==> config.mk <==
export PLATFORM = sky130hd
export DESIGN_NAME = pll_pair_search
export DESIGN_NICKNAME = d
export VERILOG_FILES = /design/src/rtl/pll_pair_search_pkg.sv /design/src/rtl/pps_divider.sv /design/src/rtl/pps_ctrl.sv /design/src/rtl/pps_dpath.sv /design/src/rtl/pll_pair_search.sv
export SDC_FILE = /design/constraint.sdc
export NUM_CORES = 1
export LEC_CHECK = 0
export BUFFER_PORTS_ARGS = -buffer_cell sky130_fd_sc_hd__buf_2
export CORE_MARGIN = 1
export CORE_UTILIZATION = 50
export CTS_BUF_LIST = sky130_fd_sc_hd__clkbuf_2
export CTS_CLUSTER_DIAMETER = 40
export DETAILED_ROUTE_END_ITERATION = 7
export PLACE_DENSITY = 0.68
export RECOVER_POWER = 50
export SLEW_MARGIN = 20
export SYNTH_ARGS = -nofsm -noshare
export SYNTH_HDL_FRONTEND = slang
export SYNTH_SLANG_ARGS = --single-unit
export TNS_END_PERCENT = 50
==> constraint.sdc <==
create_clock -name clk -period 13.7 [get_ports clk]
set_input_delay 2.74 -clock clk [delete_from_list [all_inputs] [get_ports clk]]
set_output_delay 2.74 -clock clk [all_outputs]
set_load 0.005 [all_outputs]
==> src/rtl/pll_pair_search_pkg.sv <==
package pll_pair_search_pkg;
  typedef struct packed {
    logic load;
    logic dbl;
    logic divGo;
    logic eval;
    logic stepN;
    logic finish;
    logic zeroOut;
  } strobe_t;
endpackage

==> src/rtl/pps_divider.sv <==
module pps_divider #(
  parameter int DIV_W = 32
) (
  input  logic             clk,
  input  logic             rst,
  input  logic             go,
  input  logic [DIV_W-1:0] numIn,
  input  logic [DIV_W-1:0] denIn,
  output logic [DIV_W-1:0] quo,
  output logic             fin
);
  localparam int CW = $clog2(DIV_W + 1);

  logic [DIV_W-1:0] remQ, quoQ, denQ;
  logic [CW-1:0]    cntQ;
  logic             busyQ, finQ;
  logic [DIV_W:0]   shifted;
  logic             fits;

  assign shifted = {remQ, quoQ[DIV_W-1]};
  assign fits    = shifted >= {1'b0, denQ};

  always_ff @(posedge clk) begin
    if (rst) begin
      remQ  <= '0;
      quoQ  <= '0;
      denQ  <= '0;
      cntQ  <= '0;
      busyQ <= 1'b0;
      finQ  <= 1'b0;
    end else if (go) begin
      remQ  <= '0;
      quoQ  <= numIn;
      denQ  <= denIn;
      cntQ  <= CW'(DIV_W);
      busyQ <= 1'b1;
      finQ  <= 1'b0;
    end else if (busyQ) begin
      remQ  <= fits ? DIV_W'(shifted - {1'b0, denQ}) : shifted[DIV_W-1:0];
      quoQ  <= {quoQ[DIV_W-2:0], fits};
      cntQ  <= cntQ - 1'b1;
      if (cntQ == CW'(1)) begin
        busyQ <= 1'b0;
        finQ  <= 1'b1;
      end
    end else begin
      finQ <= 1'b0;
    end
  end

  assign quo = quoQ;
  assign fin = finQ;

  // a finished division always comes out of a running one
  p_div_fin_r6: assert property (@(posedge clk) disable iff (rst)
    finQ |-> $past(busyQ));
  // the remainder stays below the divisor while running
  p_div_rem_r6: assert property (@(posedge clk) disable iff (rst)
    (busyQ && !go && denQ != '0) |-> remQ < denQ);
endmodule

==> src/rtl/pps_ctrl.sv <==
module pps_ctrl
  import pll_pair_search_pkg::*;
(
  input  logic    clk,
  input  logic    rst,
  input  logic    start,
  input  logic    isZero,
  input  logic    needDbl,
  input  logic    divFin,
  input  logic    lastN,
  input  logic    lastM,
  output strobe_t strb,
  output logic    busy
);
  typedef enum logic [1:0] {S_IDLE, S_CHECK, S_LAUNCH, S_DIV} state_t;
  state_t stateQ, stateD;

  always_comb begin
    stateD = stateQ;
    strb   = '0;
    case (stateQ)
      S_IDLE: if (start) begin
        strb.load = 1'b1;
        stateD    = S_CHECK;
      end
      S_CHECK: begin
        if (isZero) begin
          strb.zeroOut = 1'b1;
          stateD       = S_IDLE;
        end else if (needDbl) begin
          strb.dbl = 1'b1;
        end else begin
          stateD = S_LAUNCH;
        end
      end
      S_LAUNCH: begin
        strb.divGo = 1'b1;
        stateD     = S_DIV;
      end
      S_DIV: if (divFin) begin
        strb.eval = 1'b1;
        if (lastN && lastM) begin
          strb.finish = 1'b1;
          stateD      = S_IDLE;
        end else begin
          strb.stepN = 1'b1;
          stateD     = S_LAUNCH;
        end
      end
      default: stateD = S_IDLE;
    endcase
  end

  always_ff @(posedge clk) begin
    if (rst) stateQ <= S_IDLE;
    else     stateQ <= stateD;
  end

  assign busy = stateQ != S_IDLE;

  // a start seen during a search never reloads the engine
  p_no_reload_r9: assert property (@(posedge clk) disable iff (rst)
    (busy && start) |=> !strb.load);
endmodule

==> src/rtl/pps_dpath.sv <==
module pps_dpath
  import pll_pair_search_pkg::*;
#(
  parameter int FMIN  = 8000,
  parameter int FMAX  = 15938,
  parameter int MIN_M = 2,
  parameter int MAX_M = 30,
  parameter int MIN_N = 35,
  parameter int MAX_N = 247,
  parameter int DIV_W = 32
) (
  input  logic        clk,
  input  logic        rst,
  input  strobe_t     strb,
  input  logic [15:0] targetFreq,
  output logic        isZero,
  output logic        needDbl,
  output logic        divFin,
  output logic        lastN,
  output logic        lastM,
  output logic [15:0] progWord,
  output logic        done
);
  localparam int MW = $clog2(MAX_M + 1);
  localparam int NW = $clog2(MAX_N + 1);
  localparam logic [31:0] REF_SCALED = 32'd938356;
  localparam logic [31:0] DBL_LIMIT  = 32'(FMIN) * 32'd8;

  logic [15:0]      clampIn;
  logic [31:0]      longQ, workQ, bestQ, diff;
  logic [1:0]       kQ;
  logic [MW-1:0]    mQ, sMQ;
  logic [NW-1:0]    nQ, sNQ;
  logic             zeroQ, doneQ;
  logic [15:0]      wordQ;
  logic [DIV_W-1:0] numV, denV, quo;

  always_comb begin
    if (targetFreq < 16'(FMIN))      clampIn = 16'(FMIN);
    else if (targetFreq > 16'(FMAX)) clampIn = 16'(FMAX);
    else                             clampIn = targetFreq;
  end

  assign numV = DIV_W'(REF_SCALED * (32'(nQ) + 32'd8));
  assign denV = DIV_W'((32'(mQ) + 32'd2) << (32'(kQ) + 32'd8));

  pps_divider #(.DIV_W(DIV_W)) u_div (
    .clk(clk), .rst(rst), .go(strb.divGo),
    .numIn(numV), .denIn(denV), .quo(quo), .fin(divFin)
  );

  assign diff    = (longQ > 32'(quo)) ? longQ - 32'(quo) : 32'(quo) - longQ;
  assign isZero  = zeroQ;
  assign needDbl = workQ < DBL_LIMIT;
  assign lastN   = nQ == NW'(MIN_N);
  assign lastM   = mQ == MW'(MAX_M);

  always_ff @(posedge clk) begin
    if (rst) begin
      longQ <= '0;
      workQ <= '0;
      bestQ <= '1;
      kQ    <= '0;
      mQ    <= MW'(MIN_M);
      nQ    <= NW'(MAX_N);
      sMQ   <= '0;
      sNQ   <= '0;
      zeroQ <= 1'b0;
      doneQ <= 1'b0;
      wordQ <= '0;
    end else begin
      if (strb.load) begin
        zeroQ <= targetFreq == 16'd0;
        longQ <= 32'(clampIn) * 32'd256 / 32'd100;
        workQ <= 32'(clampIn);
        kQ    <= '0;
        bestQ <= '1;
        mQ    <= MW'(MIN_M);
        nQ    <= NW'(MAX_N);
        doneQ <= 1'b0;
      end
      if (strb.dbl) begin
        workQ <= workQ << 1;
        kQ    <= kQ + 1'b1;
      end
      if (strb.eval && diff < bestQ) begin
        bestQ <= diff;
        sMQ   <= mQ;
        sNQ   <= nQ;
      end
      if (strb.stepN) begin
        if (lastN) begin
          nQ <= NW'(MAX_N);
          mQ <= mQ + 1'b1;
        end else begin
          nQ <= nQ - 1'b1;
        end
      end
      if (strb.finish) begin
        wordQ <= 16'((32'(kQ) << 6) + 32'((strb.eval && diff < bestQ) ? mQ : sMQ)
                 + (32'((strb.eval && diff < bestQ) ? nQ : sNQ) << 8));
        doneQ <= 1'b1;
      end
      if (strb.zeroOut) begin
        wordQ <= 16'h00E0;
        doneQ <= 1'b1;
      end
    end
  end

  assign progWord = wordQ;
  assign done     = doneQ;

  // the scan starts only once doubling has reached the limit
  p_scaled_r4: assert property (@(posedge clk) disable iff (rst)
    strb.divGo |-> workQ >= DBL_LIMIT);
  // the best error never grows during a scan
  p_best_mono_r5: assert property (@(posedge clk) disable iff (rst)
    (strb.eval && !strb.load) |=> bestQ <= $past(bestQ));
  // loop indices stay inside their ranges
  p_index_range_r5: assert property (@(posedge clk) disable iff (rst)
    mQ >= MW'(MIN_M) && mQ <= MW'(MAX_M) && nQ >= NW'(MIN_N) && nQ <= NW'(MAX_N));
endmodule

==> src/rtl/pll_pair_search.sv <==
module pll_pair_search
  import pll_pair_search_pkg::*;
#(
  parameter int FMIN  = 8000,
  parameter int FMAX  = 15938,
  parameter int MIN_M = 2,
  parameter int MAX_M = 30,
  parameter int MIN_N = 35,
  parameter int MAX_N = 247,
  parameter int DIV_W = 32
) (
  input  logic        clk,
  input  logic        rst,
  input  logic        start,
  input  logic [15:0] targetFreq,
  output logic [15:0] progWord,
  output logic        done
);
  strobe_t strb;
  logic isZero, needDbl, divFin, lastN, lastM, busy;

  pps_ctrl u_ctrl (
    .clk(clk), .rst(rst), .start(start), .isZero(isZero), .needDbl(needDbl),
    .divFin(divFin), .lastN(lastN), .lastM(lastM), .strb(strb), .busy(busy)
  );

  pps_dpath #(
    .FMIN(FMIN), .FMAX(FMAX), .MIN_M(MIN_M), .MAX_M(MAX_M),
    .MIN_N(MIN_N), .MAX_N(MAX_N), .DIV_W(DIV_W)
  ) u_dpath (
    .clk(clk), .rst(rst), .strb(strb), .targetFreq(targetFreq),
    .isZero(isZero), .needDbl(needDbl), .divFin(divFin), .lastN(lastN),
    .lastM(lastM), .progWord(progWord), .done(done)
  );

  // done stays low while the control is running a search
  p_done_low_r8: assert property (@(posedge clk) disable iff (rst)
    busy |-> !done);
  // the word does not move while a search is in progress
  p_word_hold_r8: assert property (@(posedge clk) disable iff (rst)
    (busy && $past(busy)) |-> $stable(progWord));
endmodule

==> qor.csv, run 1 <==
stage,metric,value,unit
route,vias per std cell,5.880,
synthesis,ys flop type,dfxtp_1,
finish,multi-input logic area,13240,um^2
clocking,maximum root-to-sink buffer count,3,
timing,final worst path period need,13.11,ns
place,GPL Wtd Cong,0.9226,
timing,fin. max-slew vios,149,
route,Residual DRC,0,
synthesis,"EDFF count, synth",0,
flow_run,max_cap viols,4,
setup_path,critical path's slowest cell,or4_4,
global_route,grt ovf,0,
synthesis,Yosys cell types,111,
floorplanning,Initial Util,51.23,%
route,TritonRoute pass-1 iters,5,
setup_path,CP endpoint kind,flip-flop,
floorplanning,die area,37570,um^2
floorplanning,Die H,193.8,um
global_route,first-pass GRT wire length,81920,um
route,Detailed Route Iter0 Violations,1152,
status,status,"complete, but fails checks",
finish,Layout Area Growth over Synthesis,10.68,%
finish,Layout Nets,2616,
route,Via Count,17050,
status,failing checks,"capacitance limit, slew limit",
setup_path,Worst Path Arrival,13.85,ns
clocking,Inserted Clock Buffers,58,
timing,Hold WS,0.4573,ns
route,"antenna viol nets, final",0,
timing,final period utilization,95.66,%
setup_path,Setup crit start kind,primary input,
clocking,Clock transition at path regs,0.10,ns
setup_path,CP max stage delay,0.57,ns
floorplanning,# IOs,36,
synthesis,leading area contributor after synthesis,dfxtp_1,
synthesis,commonest cells in the netlist,"nor2_1 (234), dfxtp_1 (211), inv_1 (196), nand2_1 (193), ha_1 (165)",
timing,fin worst setup slack,0.5940,ns
place,Port Buffers,35,
synthesis,Syn Inst Count,2308,
place,dpl ws,-0.5239,ns
finish,total of fill cells in the finished design,3426,
route,WL final,49970,um
clocking,htree depth,2,
timing,Setup TNS,0,ns
synthesis,Syn. warnings,0,
synthesis,"FFs w/ async S/R, synth",0,%
global_route,vias in the first global route,16530,
floorplanning,Core Rows,69,
setup_path,CP dominant cell by count,ha_1,
synthesis,Syn Area/Cell,7.972,um^2
finish,share of post-route cells with drive strength above 1,13.46,%
floorplanning,Die Wd,193.8,um
place,HPWL Detailed,37680,um
global_route,GRT Resource Usage Total,26.00,%
global_route,largest net degree at the start of global routing,71,
setup_path,WP data required,14.45,ns
clocking,worst skew pair latency,0.93,ns
clocking,CTS Sinks,211,
synthesis,Seq cells post-synth,211,
route,Avg WL per Cell,17.23,um
clocking,CTS tree,built,
clocking,clock root buffer,clkbuf_2,
synthesis,cell with the most instances after synthesis,nor2_1,
timing,setup violators final,0,
synthesis,synthesized area,18400,um^2
synthesis,syn_nets,2533,
finish,FF/Latch Area,4228,um^2
global_route,initial antenna violation count,2,
synthesis,Yosys top cell area share,22.96,%
setup_path,WS Path Type,primary input to flip-flop,
floorplanning,Core ar.,35910,um^2
synthesis,synth top area cells,"dfxtp_1 (23%), ha_1 (11%), mux2i_1 (5.8%)",
hold_path,worst min-delay path class,flip-flop to flip-flop,
timing,Worst Max-Slew Pin Slew,2.376,ns
setup_path,crit path max fanout,9,
synthesis,post-synthesis sequential area ratio,22.96,%
finish,Layout Utilization,56.71,%
timing,Final Skew,0.1155,ns
timing,fmax,0.07630,GHz
timing,Final Hold Fails,0,
timing,Max-Slew Margin vs Limit,-58.41,%
-- final timing paths --
| check | slack [ns] | depth (start not counted) | end | start |
|---|---|---|---|---|
| max reg2reg | 2.59 | 54 | u_dpath.progWord[12] | u_dpath.u_div.quo[0] |
| min | 0.46 | 2 | u_dpath.u_div.denQ[10] | u_dpath.u_div.denQ[10] |
| min reg2reg | 0.46 | 2 | u_dpath.u_div.denQ[10] | u_dpath.u_div.denQ[10] |
| max | 0.59 | 52 | u_dpath.longQ[0] | targetFreq[4] |
-- metal layers --
layer / global-route usage [%] / vias to the layer above / wire length (um)
met2: 44.87 / 419 / 23960
met1: 33.84 / 8089 / 22620
met5: 0 / - / 0
li1: - / 8458 / -
met3: 3.166 / 87 / 2286
met4: 7.907 / 0 / 1105
-- cell usage in the layout, fill, tap and decap left out, types with 14 or more instances in the layout --
cell type and count:
nand2_1 191, o211ai_1 20, inv_1 196, nand4_1 30, xor2_1 39, o21a_1 39
ha_1 165, clkbuf_2 72, a211o_1 14, a22oi_1 15, a21oi_1 161, a211oi_1 84
nand3_1 49, o21bai_1 28, fa_1 41, or3_1 16, clkinv_1 18, nor2_1 234
nand2b_1 22, o21ai_0 67, xnor2_1 54, a21o_1 37, buf_4 95, mux2i_1 107
and2_1 25, o31ai_1 14, nor4_1 21, and3_1 15, dfxtp_1 210, buf_2 30
nor3_1 52
-- flip-flops by register name, indices dropped and copies added, names as in the netlist --
| name | count |
|---|---|
| u_dpath.bestQ | 32 |
| u_dpath.u_div.quo | 32 |
| u_dpath.u_div.remQ | 32 |
| u_dpath.workQ | 32 |
| u_dpath.longQ | 18 |
| u_dpath.progWord | 16 |
| u_dpath.u_div.denQ | 9 |
| u_dpath.nQ | 8 |
| u_dpath.sNQ | 8 |
| u_dpath.u_div.cntQ | 6 |
| u_dpath.mQ | 5 |
| u_dpath.sMQ | 5 |
| u_ctrl.stateQ | 2 |
| u_dpath.kQ | 2 |
| u_dpath.done | 1 |
| u_dpath.isZero | 1 |
| u_dpath.u_div.busyQ | 1 |
| u_dpath.u_div.fin | 1 |
-- through the flow --
stage	area, um^2	instances
global route	20370	2900
global placement	19450	2785
floorplan	18410	2308
CTS	20120	2891
finish	20370	2900
detailed placement	19450	2785
-- cells by family (layout without fill, tap and decap cells) --
logic type | Yosys count | in the layout | share of synthesized area, %
DFF | 211 | 211 | 22.96
adders and majority gates | 207 | 207 | 15.74
AOI/OAI and AO/OA | 621 | 623 | 24.17
and+or+nand+nor | 747 | 747 | 19.66
buffers and inverters | 312 | 439 | 6.576
muxes | 116 | 116 | 6.433
other | 0 | 2 | 0
xor gates and xnor gates | 94 | 94 | 4.474
-- area by class of cell --
| class | count | area share (%) |
|---|---|---|
| Multi-Input combinational cell | 1787 | 65.02 |
| Sequential cell | 211 | 20.76 |
| Clock inverter | 34 | 1.487 |
| Clock buffer | 72 | 1.769 |
| Timing Repair Buffer | 135 | 4.442 |
| Tap cell | 461 | 2.832 |
| Antenna cell | 2 | 0.02457 |
| Inverter | 198 | 3.662 |
-- worst max-delay path: cells and delay by family --
kind	cells	cell delay (ns)
adders and majority gates	4	1.04
AOI/OAI and AO/OA	24	5.53
and+or+nand+nor	14	2.86
buffers and inverters	6	0.49
muxes	4	1.16
-- what timing repair did --
item,in CTS,in global routing
endpoints found under the setup margin,0,2
hold buffers,0,0
resized for setup,0,39
setup buffers,0,5
Power of run 1 is not shown: default switching activity piles up to over one toggle a cycle in this logic, so the estimate is an artifact.
==> run 2, diff against run 1 <==
Settings changed: CORE_MARGIN 1 to 5, CORE_UTILIZATION 50 to 60, MAX_ROUTING_LAYER from default to met4, PLACE_DENSITY 0.68 to 0.8.
==> run 2 against run 1 <==
  * The run still ends with capacitance limit, slew limit left
  * Register-to-register slack worse by 0.32 ns
  * Sequential share of layout area grew 0.36 points
  * Wire length is 1.8% lower
  * Setup slack worse by 0.0065 ns
  * Clock-buffer cell count grew 8
  * Maximum frequency about the same
  * Flip-flop and latch count unchanged
==> qor.csv, run 2 (same netlist as run 1, synthesis figures left out) <==
stage,metric,value,unit,change
status,status,"complete, but fails checks",,
status,failing checks,"capacitance limit, slew limit",,
route,vias per std cell,6.090,,+3.6%
setup_path,Worst Setup EP,u_dpath.longQ[0],,
global_route,initial antenna violation count,2,,unchanged
finish,Layout Area Growth over Synthesis,8.792,%,
place,GPL Wtd Cong,0.9748,,+5.7%
route,"antenna viol nets, final",0,,unchanged
clocking,worst skew pair latency,0.88,ns,-0.05 ns
timing,Final Hold Fails,0,,unchanged
setup_path,Worst Path Arrival,13.87,ns,+0.02 ns
setup_path,worst reg2reg setup slack,2.27,ns,-0.32 ns
finish,"commonest non-fill, non-tap cell in the layout",nor2_1,,
global_route,first-pass GRT wire length,80640,um,-1.6%
route,TritonRoute pass-1 iters,6,,+1
clocking,maximum root-to-sink buffer count,3,,unchanged
setup_path,FF-to-FF path depth,54,,unchanged
place,placed cell area,19340,um^2,-0.56%
finish,total of fill cells in the finished design,2677,,-22%
finish,fin area,20020,um^2,-1.7%
setup_path,critical path's slowest cell,or4_1,,
setup_path,worst setup path start,targetFreq[4],,
setup_path,WP data required,14.46,ns,about the same
floorplanning,Initial Util,60.47,%,+9.2 points
timing,fin worst setup slack,0.5875,ns,-0.006513 ns
setup_path,crit path max fanout,8,,-1
floorplanning,Core ar.,30430,um^2,-15%
global_route,GRT Resource Usage Total,28.88,%,+2.9 points
floorplanning,die area,34270,um^2,-8.8%
timing,final worst path period need,13.11,ns,+0.006513 ns
route,WL final,49090,um,-1.8%
global_route,vias in the first global route,16480,,-0.27%
clocking,CTS Sinks,211,,unchanged
floorplanning,Die Wd,185.1,um,-4.5%
clocking,# hold bufs at CTS,0,,unchanged
timing,final period utilization,95.71,%,about the same
timing,Hold WS,0.4483,ns,-0.009002 ns
clocking,htree depth,2,,unchanged
place,dpl ws,-0.1701,ns,+0.3538 ns
finish,Layout Nets,2607,,-0.34%
route,Via Count,17150,,+0.56%
timing,Max-Slew Margin vs Limit,-56.49,%,+1.9 points
global_route,grt ovf,0,,unchanged
setup_path,top cell family by delay on the critical path,compound AO/OA/AOI/OAI gates,,
place,Port Buffers,35,,unchanged
floorplanning,# IOs,36,,unchanged
timing,Setup TNS,0,ns,unchanged
setup_path,FF-to-FF End,u_dpath.progWord[15],,
finish,multi-input logic area,13150,um^2,-0.74%
timing,Final Skew,0.08208,ns,-0.03342 ns
clocking,Clock transition at path regs,0.10,ns,about the same
timing,fin. max-slew vios,91,,-39%
clocking,Inserted Clock Buffers,53,,-8.6%
timing,Worst Max-Slew Pin Slew,2.347,ns,-0.02883 ns
finish,most frequent cells in the layout,"nor2_1 (234), dfxtp_1 (210), inv_1 (197)",,
clocking,CTS tree,built,,
route,Avg WL per Cell,17.43,um,+1.2%
setup_path,WS Path Type,primary input to flip-flop,,
route,Detailed Route Iter0 Violations,1324,,+15%
floorplanning,Core Rows,64,,-7.2%
global_route,largest net degree at the start of global routing,91,,+28%
clocking,clock root buffer,clkbuf_2,,
timing,setup violators final,0,,unchanged
timing,fmax,0.07626,GHz,about the same
place,HPWL Detailed,37390,um,-0.76%
setup_path,CP bufs+invs,6,,unchanged
setup_path,CP endpoint kind,flip-flop,,
flow_run,max_cap viols,2,,-2
floorplanning,Die H,185.1,um,-4.5%
setup_path,CP max stage delay,0.62,ns,+0.05 ns
setup_path,Setup crit start kind,primary input,,
setup_path,Crit path depth,52,,unchanged
hold_path,worst min-delay path class,flip-flop to flip-flop,,
setup_path,worst reg2reg startpoint,u_dpath.longQ[0],,
setup_path,CP dominant cell by count,ha_1,,
route,Residual DRC,0,,unchanged
hold_path,hold_sp,u_dpath.workQ[14],,
finish,share of post-route cells with drive strength above 1,12.74,%,-0.72 points
finish,FF/Latch Area,4228,um^2,unchanged
==> run 2: how the worst min path moves through the flow <==
stage / slack (ns) / end / cells after the start
floorplan: 0.43 / u_dpath.workQ[17] / 1
detailed placement: 0.45 / u_dpath.workQ[23] / 1
global route: 0.48 / u_dpath.u_div.cntQ[1] / 1
global placement: 0.44 / u_dpath.workQ[7] / 2
CTS: 0.43 / u_dpath.workQ[15] / 2
finish: 0.45 / u_dpath.workQ[15] / 2
==> run 2: metal layers <==
layer / up-vias / wire, um / GRT usage [%]
met2: 526 / 22550 / 45.34
met1: 8080 / 22420 / 38.19
li1: 8429 / - / -
met3: 114 / 2790 / 4.929
met5: - / 0 / -
met4: 0 / 1330 / 9.219
==> run 2: per-stage QoR <==
| step | util (%) | instances |
|---|---|---|
| detailed placement | 63.57 | 2716 |
| finish | 65.79 | 2816 |
| global placement | 63.57 | 2716 |
| floorplan | - | 2308 |
| global route | 65.79 | 2816 |
| CTS | 65.16 | 2807 |
==> run 2: layout make-up <==
class	instances	share of cell area, %
well taps	396	2.475
flip-flops and latches	211	21.12
clock inverters	11	0.4188
clock buffers	80	2.000
diodes	2	0.02500
inverters	198	3.725
repair buffers	133	4.569
multi-input cells	1785	65.67
==> run 2: timing repair <==
item | in CTS | in global routing
setup buffers | 0 | 6
gates resized for setup | 0 | 21
setup endpoints to repair | 0 | 2
==> run 2: worst min-delay path: cells and delay by family (launching register included) <==
family | cells | cell delay [ns]
AOI/OAI and AO/OA | 1 | 0.05
and+or+nand+nor | 1 | 0.05
DFF | 1 | 0.33
Power of run 2 is left out for the same reason.
